===== config.mk =====
export PLATFORM = sky130hd
export DESIGN_NAME = dvga_trunc
export DESIGN_NICKNAME = d
export VERILOG_FILES = /design/src/rtl/dvga_trunc.sv
export SDC_FILE = /design/constraint.sdc
export NUM_CORES = 1
export LEC_CHECK = 0
export CAP_MARGIN = 5
export CORE_MARGIN = 8
export CORE_UTILIZATION = 46
export DETAILED_ROUTE_END_ITERATION = 10
export GPL_ROUTABILITY_DRIVEN = 0
export PLACE_DENSITY = 0.95
export SETUP_SLACK_MARGIN = 0.4
export SYNTH_ARGS = -nofsm -noshare
export SYNTH_HDL_FRONTEND = slang
export SYNTH_SLANG_ARGS = --single-unit

===== constraint.sdc =====
create_clock -name clk -period 4.2 [get_ports clk]
set_input_delay 0.42 -clock clk [delete_from_list [all_inputs] [get_ports clk]]
set_output_delay 0.42 -clock clk [all_outputs]
set_load 0.01 [all_outputs]

===== src/rtl/dvga_trunc.sv =====
module dvga_trunc #(
  parameter int IN_W  = 24,
  parameter int OUT_W = 16,
  parameter int LVL_W = 16,
  parameter logic [LVL_W-1:0] HI_TH = 16'd16384,
  parameter logic [LVL_W-1:0] LO_TH = 16'd4096
) (
  input  logic             clk,
  input  logic             rst_n,
  input  logic             in_valid,
  input  logic [IN_W-1:0]  in_data,
  input  logic [LVL_W-1:0] pre_level,
  input  logic [LVL_W-1:0] post_level,
  output logic             out_valid,
  output logic [OUT_W-1:0] out_data,
  output logic [1:0]       gain_code,
  output logic             atten_req
);
  localparam int LSB0 = IN_W - OUT_W;
  localparam logic [OUT_W-1:0] POS_FS = {1'b0, {(OUT_W-1){1'b1}}};
  localparam logic [OUT_W-1:0] NEG_FS = {1'b1, {(OUT_W-1){1'b0}}};

  logic [LVL_W-1:0] level;
  logic             too_hi, too_lo;
  logic [OUT_W-1:0] win [3];
  logic [2:0]       ovf;
  logic [OUT_W-1:0] sliced;

  assign level  = (pre_level > post_level) ? pre_level : post_level;
  assign too_hi = level > HI_TH;
  assign too_lo = level < LO_TH;

  for (genvar g = 0; g < 3; g++) begin : g_win
    assign win[g] = in_data[IN_W-1-g -: OUT_W];
    if (g == 0) begin : g_nosat
      assign ovf[g] = 1'b0;
    end else begin : g_sat
      assign ovf[g] = (in_data[IN_W-1 -: g+1] != {(g+1){1'b0}}) &&
                      (in_data[IN_W-1 -: g+1] != {(g+1){1'b1}});
    end
  end

  always_comb begin
    sliced = win[0];
    case (gain_code)
      2'd1:    sliced = ovf[1] ? (in_data[IN_W-1] ? NEG_FS : POS_FS) : win[1];
      2'd2:    sliced = ovf[2] ? (in_data[IN_W-1] ? NEG_FS : POS_FS) : win[2];
      default: sliced = win[0];
    endcase
  end

  always_ff @(posedge clk or negedge rst_n) begin
    if (!rst_n) begin
      out_valid <= 1'b0;
      out_data  <= '0;
      gain_code <= 2'd2;
      atten_req <= 1'b0;
    end else begin
      out_valid <= in_valid;
      if (in_valid) begin
        out_data  <= sliced;
        atten_req <= (gain_code == 2'd0) && too_hi;
        if (too_hi && gain_code != 2'd0)
          gain_code <= gain_code - 2'd1;
        else if (too_lo && gain_code != 2'd2)
          gain_code <= gain_code + 2'd1;
      end
    end
  end

  wire unused_lsb = &{1'b0, in_data[LSB0-3:0]};
endmodule



Yosys cells after proc, flatten, opt, wreduce, memory -nomap -nowiden:

Cells that the tools add are included.

* shift operators: 0
* equality and inequality tests: 5
* div/mod/pow operators: 0
* reductions and logical operators: 11
* bitwise operators: 0
* multiplexer cells: 7
* magnitude comparators: 3
* multiply operators: 0
* add/sub/neg operators: 2

Operators by type and width (count)
* two-way mux 16 bit: 4
* case mux 16 bit (2 select lines): 1
* > comparator 16 x 15 -> 1 bit, second input constant: 1
* > comparator 16 bit: 1
* < comparator 16 x 13 -> 1 bit, second input constant: 1
* nonzero test 2 bit: 3
* logical AND 1 bit: 5
* two-way mux 2 bit: 2
* != test 2 bit, second input constant: 2
* != test 3 bit, second input constant: 1
* nonzero test 3 bit: 1
* adder 2 x 1 -> 2 bit, second input constant: 1
* == test 2 x 1 -> 1 bit, second input constant: 1
* == test 2 bit, second input constant: 1
* logical NOT 2 bit: 1
* AND reduction 2 bit: 1
* subtractor 2 x 1 -> 2 bit, second input constant: 1

* memory bits (writable): 0
* output and inout port bits: 20
* logic and storage cells: 32
* memories: 0
* input port bits: 59
* memory bits (read-only): 0
* bits in latches: 0
* register bits after elaboration: 20

Logic depth before layout (Yosys ltp):

Gate-level depths: netlist (run 1).

* depth in word-level cells: 6
* mapped depth: 9

Least setup slack after synthesis (run 1):

No wires, ideal clock.

* path kind: input port to flip-flop
* from: input post_level[15]
* to: register gain_code[1]
* setup time: 82 ps
* path slack: 1596 ps
* data required time: 4118 ps
* buffers on the path: 0
* arrival: 2523 ps
* cell stages on the path: 9
* cells stage by stage: inv_1 -> ha_1 -> nand4_2 -> or4_4 -> or2_1 -> o31ai_2 -> mux2_4 -> and3_1 -> a211o_1

* longest elaborated chain between the ends: 6
* elaborated cells on any way between the ends: 9
* those cells by class: 3 x order compare; 2 x mux; 4 x reduce/logical

RTL lines
* start, declared: line 13 `input logic [LVL_W-1:0] post_level,`
* > comparator 16 bit: line 29 `assign level = (pre_level > post_level) ? pre_level : post_level;`
* two-way mux 16 bit (*): line 29
* > comparator 16 x 15 -> 1 bit / < comparator 16 x 13 -> 1 bit (equally long branches): line 30, 31
* logical AND 1 bit, on equally long branches: line 63, 65
* nonzero test 2 bit (no line)
* AND reduction 2 bit (no line)
* end signal, assigned: line 64 `gain_code <= gain_code - 2'd1;`
* end signal, assigned: line 66 `gain_code <= gain_code + 2'd1;`
* end, declared: line 16 `output logic [1:0] gain_code,`

Every way passes the cells marked *; elsewhere a longest branch is shown, timed or not.
A chain may end at the register's enable or synchronous reset.

Worst setup path in the final report (run 1):

Same ends and word-level chain as after synthesis.

==> results of run 1 <==
-- registers in the layout, indices dropped and copies added (netlist names) --
| register | cells |
|---|---|
| gain_code | 2 |
| out_data | 16 |
| out_valid | 1 |
| atten_req | 1 |
-- worst reg2reg max path, stage by stage (launching register included) --
cell and delay, ns:
dfstp_2 0.57, inv_1 0.06, ha_1 0.94, o211ai_1 0.22, o211ai_1 0.15, o21ai_0 0.15
-- area by class of cell --
cell class | count | area share
Tap cell | 50 | 0.02395
Sequential cell | 20 | 0.1920
Timing Repair Buffer | 73 | 0.2787
Inverter | 37 | 0.05316
Multi-Input combinational cell | 161 | 0.4310
Clock buffer | 4 | 0.02107
-- routing by layer --
| layer | track usage | up-vias | wire (um) |
|---|---|---|---|
| met5 | 0 | - | 0 |
| met4 | 0.06852 | 0 | 165 |
| met3 | 0.02822 | 14 | 287 |
| met2 | 0.3099 | 72 | 2766 |
| met1 | 0.1860 | 911 | 2078 |
| li1 | - | 950 | - |
-- worst paths after layout --
kind | cells after the start | from | slack [ns] | endpoint
worst max-delay path | 10 | post_level[15] | 1.18 | gain_code[1]
worst min-delay path | 2 | out_data[9] | 0.52 | out_data[9]
worst max register to register | 5 | gain_code[1] | 1.93 | out_data[14]
worst min register to register | 2 | out_data[9] | 0.52 | out_data[9]
max in group asynchronous | 1 | rst_n | 3.00 | out_data[7]
min in group asynchronous | 1 | rst_n | 0.66 | out_data[14]
-- metrics by stage --
stage	total power, mW	setup slack [ns]
final	1.313	1.176
after global routing	1.426	1.033
after CTS	1.317	1.196
after detailed placement	1.166	0.9282
after global placement	1.129	0.9874
after floorplan	0.8204	1.596
-- cell usage after synthesis (all sizes together) --
library cell | n | share of area
a21oi | 10 | 0.030
o21ai | 37 | 0.10
inv | 37 | 0.077
nand4 | 5 | 0.021
nor3 | 2 | 0.0055
and2 | 1 | 0.0035
a21boi | 1 | 0.0041
or2 | 1 | 0.0035
nand2 | 8 | 0.017
and3 | 1 | 0.0035
mux2 | 1 | 0.0083
clkbuf | 10 | 0.021
nor4 | 6 | 0.021
nor2b | 16 | 0.055
or4 | 1 | 0.0062
o21a | 1 | 0.0041
nor2 | 8 | 0.017
a211o | 1 | 0.0048
dfrtp | 19 | 0.26
ha | 21 | 0.15
xnor2 | 1 | 0.0048
a31oi | 1 | 0.0035
buf | 2 | 0.0041
o31ai | 1 | 0.0069
dfstp | 1 | 0.015
nand3 | 1 | 0.0028
o211ai | 32 | 0.13
mux2i | 2 | 0.011
o2bb2ai | 2 | 0.0097
-- power groups by stage --
stage / combinational (mW) / sequential, mW / clock (mW)
2_1_floorplan: 0.437 / 0.384 / 0
3_3_place_gp: 0.788 / 0.340 / 0
4_1_cts: 0.826 / 0.344 / 0.147
3_5_place_dp: 0.818 / 0.348 / 0
6_report: 0.826 / 0.342 / 0.145
5_1_grt: 0.916 / 0.354 / 0.155
-- cell families (layout without fill, tap and decap cells) --
| family | after synthesis | count (layout) | synth area share |
|---|---|---|---|
| buf+inv | 49 | 114 | 0.1015 |
| compound gates | 86 | 86 | 0.2977 |
| simple gates | 50 | 50 | 0.1547 |
| flops | 20 | 20 | 0.2769 |
| mux | 3 | 3 | 0.01934 |
| xor+xnor | 1 | 1 | 0.004835 |
| fa+ha+maj | 21 | 21 | 0.1450 |
==> metrics.csv, run 1 <==
metric,value,unit
outcome,finished clean,
FF+latch area,501.7,um2
"commonest non-fill, non-tap cell in the layout",clkdlybuf4s50_1,
Max Freq,330.7,MHz
Synth-to-Final Area Change,44.20,%
Final Util,0.6725,
diode count,0,
Clk pwr share,0.110,
crit-path max cell delay,0.56,ns
Inst Count DP,341,
Synth Instances,230,
hold slack,0.5193,ns
"Cell Count, Final, Fillers Out",345,
Num CTS Buffers,3,
H-Tree Depth,1,
wire length of the first global-routing pass,8.673,mm
Die Y,78.76,um
post-CTS sizing,0,
Boundary Pins,79,
Routed Antenna Nets,0,
Min-Delay Path Class,register to register,
Multi-input gate area,1126,um2
CTS tree,yes,
final slew viol count,0,
total congestion overflow,0,
syn nets,310,
clk sink count,20,
RSZ-0062 raised after global routing,no,
# nets final,376,
CP max FO,3,
VDD IR max,0.0002557,V
register area share after synthesis,0.2769,
critical path launch point type,primary input,
Fill cells,316,
critical path type,primary input to register,
initial antenna violation count,0,
final WL,5.298,mm
Netlist cell types,32,
DRT Pass-1 Iters,9,
Psw,536.9,uW
largest net degree at the start of global routing,40,
#FFs+latches synth,20,
Comb power frac,0.629,
Worst setup EP type,register,
Critical path buffers and inverters,2,
detailed-route via count,1947,
PD cells,502.4,nW/um2
final instance area,2613,um2
leakage power,1.108,nW
Core Region,3885,um2
CP arrival,3.21,ns
# hold bufs at CTS,0,
Iter 0 DRT Violations,124,
clock skew,0.002085,ns
Synthesis Warnings,0,
layout cell share with drive strength beyond 1,0.03729,
Via density,5.643,
final hold viol count,0,
Die W,78.76,um
Mapped Area,1812,um2
# DRC,0,
Synth Area per Inst,7.877,um2
gr usage total,0.1680,
hpwl dp,4.312,mm
Seq pwr share,0.261,
row cnt,23,
min cycle time layout,3.024,ns
Internal,775.7,uW
most frequent cells in the layout,"clkdlybuf4s50_1 (72), inv_1 (37), o21ai_0 (35), o211ai_1 (32), ha_1 (21)",
vias in the first global route,1981,
die area,6202,um2
CP Data Required Time,4.39,ns
Fin Setup TNS,0,ns
"Reg clk slew, reported paths",0.07,ns
endpoints failing setup,0,
root buf cell,clkbuf_8,
crit-path cells,"clkdlybuf4s50_1, inv_1, ha_1, nand4_2, or4_4, or2_1, o31ai_2, mux2i_1, o21ai_0, a211o_1",
area post-placement,2557,um2
Worst Tran Pin Value,1.092,ns
Starting Density,0.4663,
Final Cycle Share,0.7200,
"buffers from clock root to sink, at most",2,
Worst-Skew Late Latency,0.25,ns
Rel. slew slack,0.2700,
port bufs,72,
Sw Share,0.4090,
CP max-delay cell,or4_4,
Avg WL per Cell,15.36,um
Setup Buffers After CTS,0,
Top delay family on crit path,simple AND/OR/NAND/NOR gates,
max_cap viols,0,
Power figures use the tool's default switching activity.
==> run 2: changes to the inputs <==
- CORE_UTILIZATION: 46 -> 43
- PLACE_DENSITY: 0.95 -> 0.91
- clock period: 4.2 -> 2.8 ns (I/O delays scaled with it)
==> run 2 against run 1 <==
Setup slack worse by 0.72 ns. Register-to-register slack got worse by 1.0 ns. Clock skew rose by 0.0065 ns. Critical path depth decreased by 1. Via count up 0.51%. Final area rose by 7.7%. Clock power up 34%. Clock-buffer cell count unchanged. Utilization is 2.6 points higher.
==> metrics.csv, run 2 (synthesis results as in run 1) <==
metric,value,unit,change
outcome,finished clean,,unchanged
Seq pwr share,0.259,,was 0.261
Core Region,4029,um2,was 3885 um2
Sw Share,0.4150,,was 0.4090
final WL,6.022,mm,was 5.298 mm
met3 wire len,357,um,was 287 um
number of flip-flops in the largest register,16,,unchanged
CP Data Required Time,2.98,ns,was 4.39 ns
endpoints failing setup,0,,unchanged
layout cell share with drive strength beyond 1,0.1618,,was 0.03729
CP max-delay cell,or4_4,,unchanged
"buffers from clock root to sink, at most",2,,unchanged
Worst setup EP type,register,,unchanged
worst setup margin,0.4545,ns,was 1.176 ns
PD cells,716.7,nW/um2,was 502.4 nW/um2
port bufs,72,,unchanged
final slew viol count,0,,unchanged
final hold viol count,0,,unchanged
min cycle time layout,2.346,ns,
Synth-to-Final Area Change,55.25,%,was 44.20%
Top delay family on crit path,simple AND/OR/NAND/NOR gates,,unchanged
initial antenna violation count,0,,unchanged
vias in the first global route,2026,,was 1981
CP max FO,3,,unchanged
Boundary Pins,79,,unchanged
top sig layer,met4,,unchanged
Rel. slew slack,0.4041,,was 0.2700
die area,6546,um2,was 6202 um2
largest net degree at the start of global routing,32,,was 40
diode count,0,,unchanged
CTS tree,yes,,unchanged
leakage power,1.192,nW,was 1.108 nW
most frequent cells in the layout,"clkdlybuf4s50_1 (47), o21ai_0 (35), o211ai_1 (32), inv_1 (28), dfrtp_1 (19)",,"was clkdlybuf4s50_1 (72), inv_1 (37), o21ai_0 (35), o211ai_1 (32), ha_1 (21)"
Avg WL per Cell,16.77,um,was 15.36 um
RSZ-0062 raised after global routing,no,,unchanged
crit-path max cell delay,0.51,ns,was 0.56 ns
VDD IR max,0.0004832,V,was 0.0002557 V
detailed-route via count,1957,,was 1947
clock skew,0.008621,ns,was 0.002085 ns
critical path launch point type,primary input,,unchanged
Worst-Skew Late Latency,0.26,ns,was 0.25 ns
largest register by flop count,out_data,,unchanged
hpwl dp,4.502,mm,was 4.312 mm
# DRC,0,,unchanged
total congestion overflow,0,,unchanged
Routed Antenna Nets,0,,unchanged
max_cap viols,0,,unchanged
wire length on met1,2.402,mm,was 2.078 mm
final instance area,2813,um2,was 2613 um2
Die W,80.91,um,was 78.76 um
row cnt,23,,unchanged
Post-Place Setup Slack,-0.1765,ns,was 0.9282 ns
Starting Density,0.4497,,was 0.4663
Comb power frac,0.645,,was 0.629
"commonest non-fill, non-tap cell in the layout",clkdlybuf4s50_1,,unchanged
critical path type,primary input to register,,unchanged
Min-Delay Path Class,primary input to asynchronous set/reset pin,,was register to register
reg2reg start,gain_code[1],,unchanged
Clk pwr share,0.097,,was 0.110
root buf cell,clkbuf_8,,unchanged
# nets final,390,,was 376
"Reg clk slew, reported paths",0.08,ns,was 0.07 ns
gr usage total,0.1795,,was 0.1680
R2R setup slack,0.93,ns,was 1.93 ns
worst r2r dst,out_data[14],,unchanged
Critical path buffers and inverters,1,,was 2
H-Tree Depth,1,,unchanged
clk sink count,20,,unchanged
DRT Pass-1 Iters,4,,was 9
hold slack,0.5198,ns,was 0.5193 ns
area post-placement,2676,um2,was 2557 um2
Worst R2R Path Depth,6,,was 5
wire length of the first global-routing pass,9.466,mm,was 8.673 mm
Final Cycle Share,0.8377,,
Num CTS Buffers,3,,unchanged
Via density,5.451,,was 5.643
Internal,1.179,mW,was 775.7 uW
Max Freq,426.3,MHz,
Worst Tran Pin Value,0.8911,ns,was 1.092 ns
Iter 0 DRT Violations,178,,was 124
"Power, Total",2.016,mW,was 1.313 mW
crit-path cells,"dlygate4sd2_1, ha_1, nand4_1, or4_4, or2_4, o31ai_4, mux2_4, and3_4, a211o_1",,"was clkdlybuf4s50_1, inv_1, ha_1, nand4_2, or4_4, or2_1, o31ai_2, mux2i_1, o21ai_0, a211o_1"
Die Y,80.91,um,was 78.76 um
Largest regs,"out_data (16), gain_code (2)",,unchanged
CP arrival,2.53,ns,was 3.21 ns
Psw,836.6,uW,was 536.9 uW
WL met2,3.176,mm,was 2.766 mm
==> run 2: changes by cell type in the layout (fill, tap and decap cells not counted), moves of 3 or more <==
cell,change
clkdlybuf4s50_1,-25
dlygate4sd2_1,+17
buf_4,+14
ha_1,-9
ha_4,+9
inv_1,-9
inv_2,+9
clkbuf_2,+4
clkdlybuf4s15_1,+3
==> run 2: layer usage <==
layer	track usage	up-vias
met4	0.05357	0
met1	0.2090	902
li1	-	977
met2	0.3256	70
met5	0	-
met3	0.03201	8
==> run 2: timing repair <==
item,in CTS,in global routing
hold buffers,0,0
pin swaps,6,8
setup endpoints to repair,3,3
gates resized for setup,48,10
setup buffers,1,0
==> run 2: worst max-delay path by stage <==
stage,slack (ns),startpoint,depth (start not counted),to
floorplan,0.42,post_level[11],9,gain_code[1]
global placement,-0.13,post_level[10],10,gain_code[1]
detailed placement,-0.18,post_level[10],10,gain_code[1]
CTS,0.41,pre_level[10],9,gain_code[1]
global route,0.39,pre_level[1],9,gain_code[1]
finish,0.45,pre_level[8],9,gain_code[1]
==> run 2: final cells by class <==
class | count | area, um2
multi-input cells | 161 | 1270
fillers | 314 | 1216
repair buffers | 87 | 794.5
flip-flops and latches | 20 | 501.7
inverters | 37 | 138.9
well taps | 50 | 62.56
clock buffers | 4 | 45.04
==> run 2: through the flow <==
stage / util / setup TNS, ns / std cells
final: 0.6981 / 0 / 359
after global routing: 0.6981 / 0 / 359
after CTS: 0.6978 / 0 / 359
after detailed placement: 0.6643 / -0.1988 / 354
after global placement: 0.6643 / -0.1260 / 354
after floorplan: - / 0 / 230
==> run 2: worst reg2reg max path: stages, from the launching register on <==
cell	delay [ns]
dfstp_2	0.59
inv_1	0.08
ha_1	0.36
buf_4	0.32
o211ai_1	0.14
o211ai_1	0.12
o21ai_0	0.14
==> run 2: power groups by stage <==
| stage | logic [mW] | registers [mW] | clock network (mW) |
|---|---|---|---|
| after CTS | 1.30 | 0.522 | 0.201 |
| final | 1.30 | 0.521 | 0.195 |
| after detailed placement | 1.27 | 0.528 | 0 |
| after global routing | 1.44 | 0.544 | 0.217 |
| after global placement | 1.23 | 0.509 | 0 |
| after floorplan | 0.658 | 0.575 | 0 |
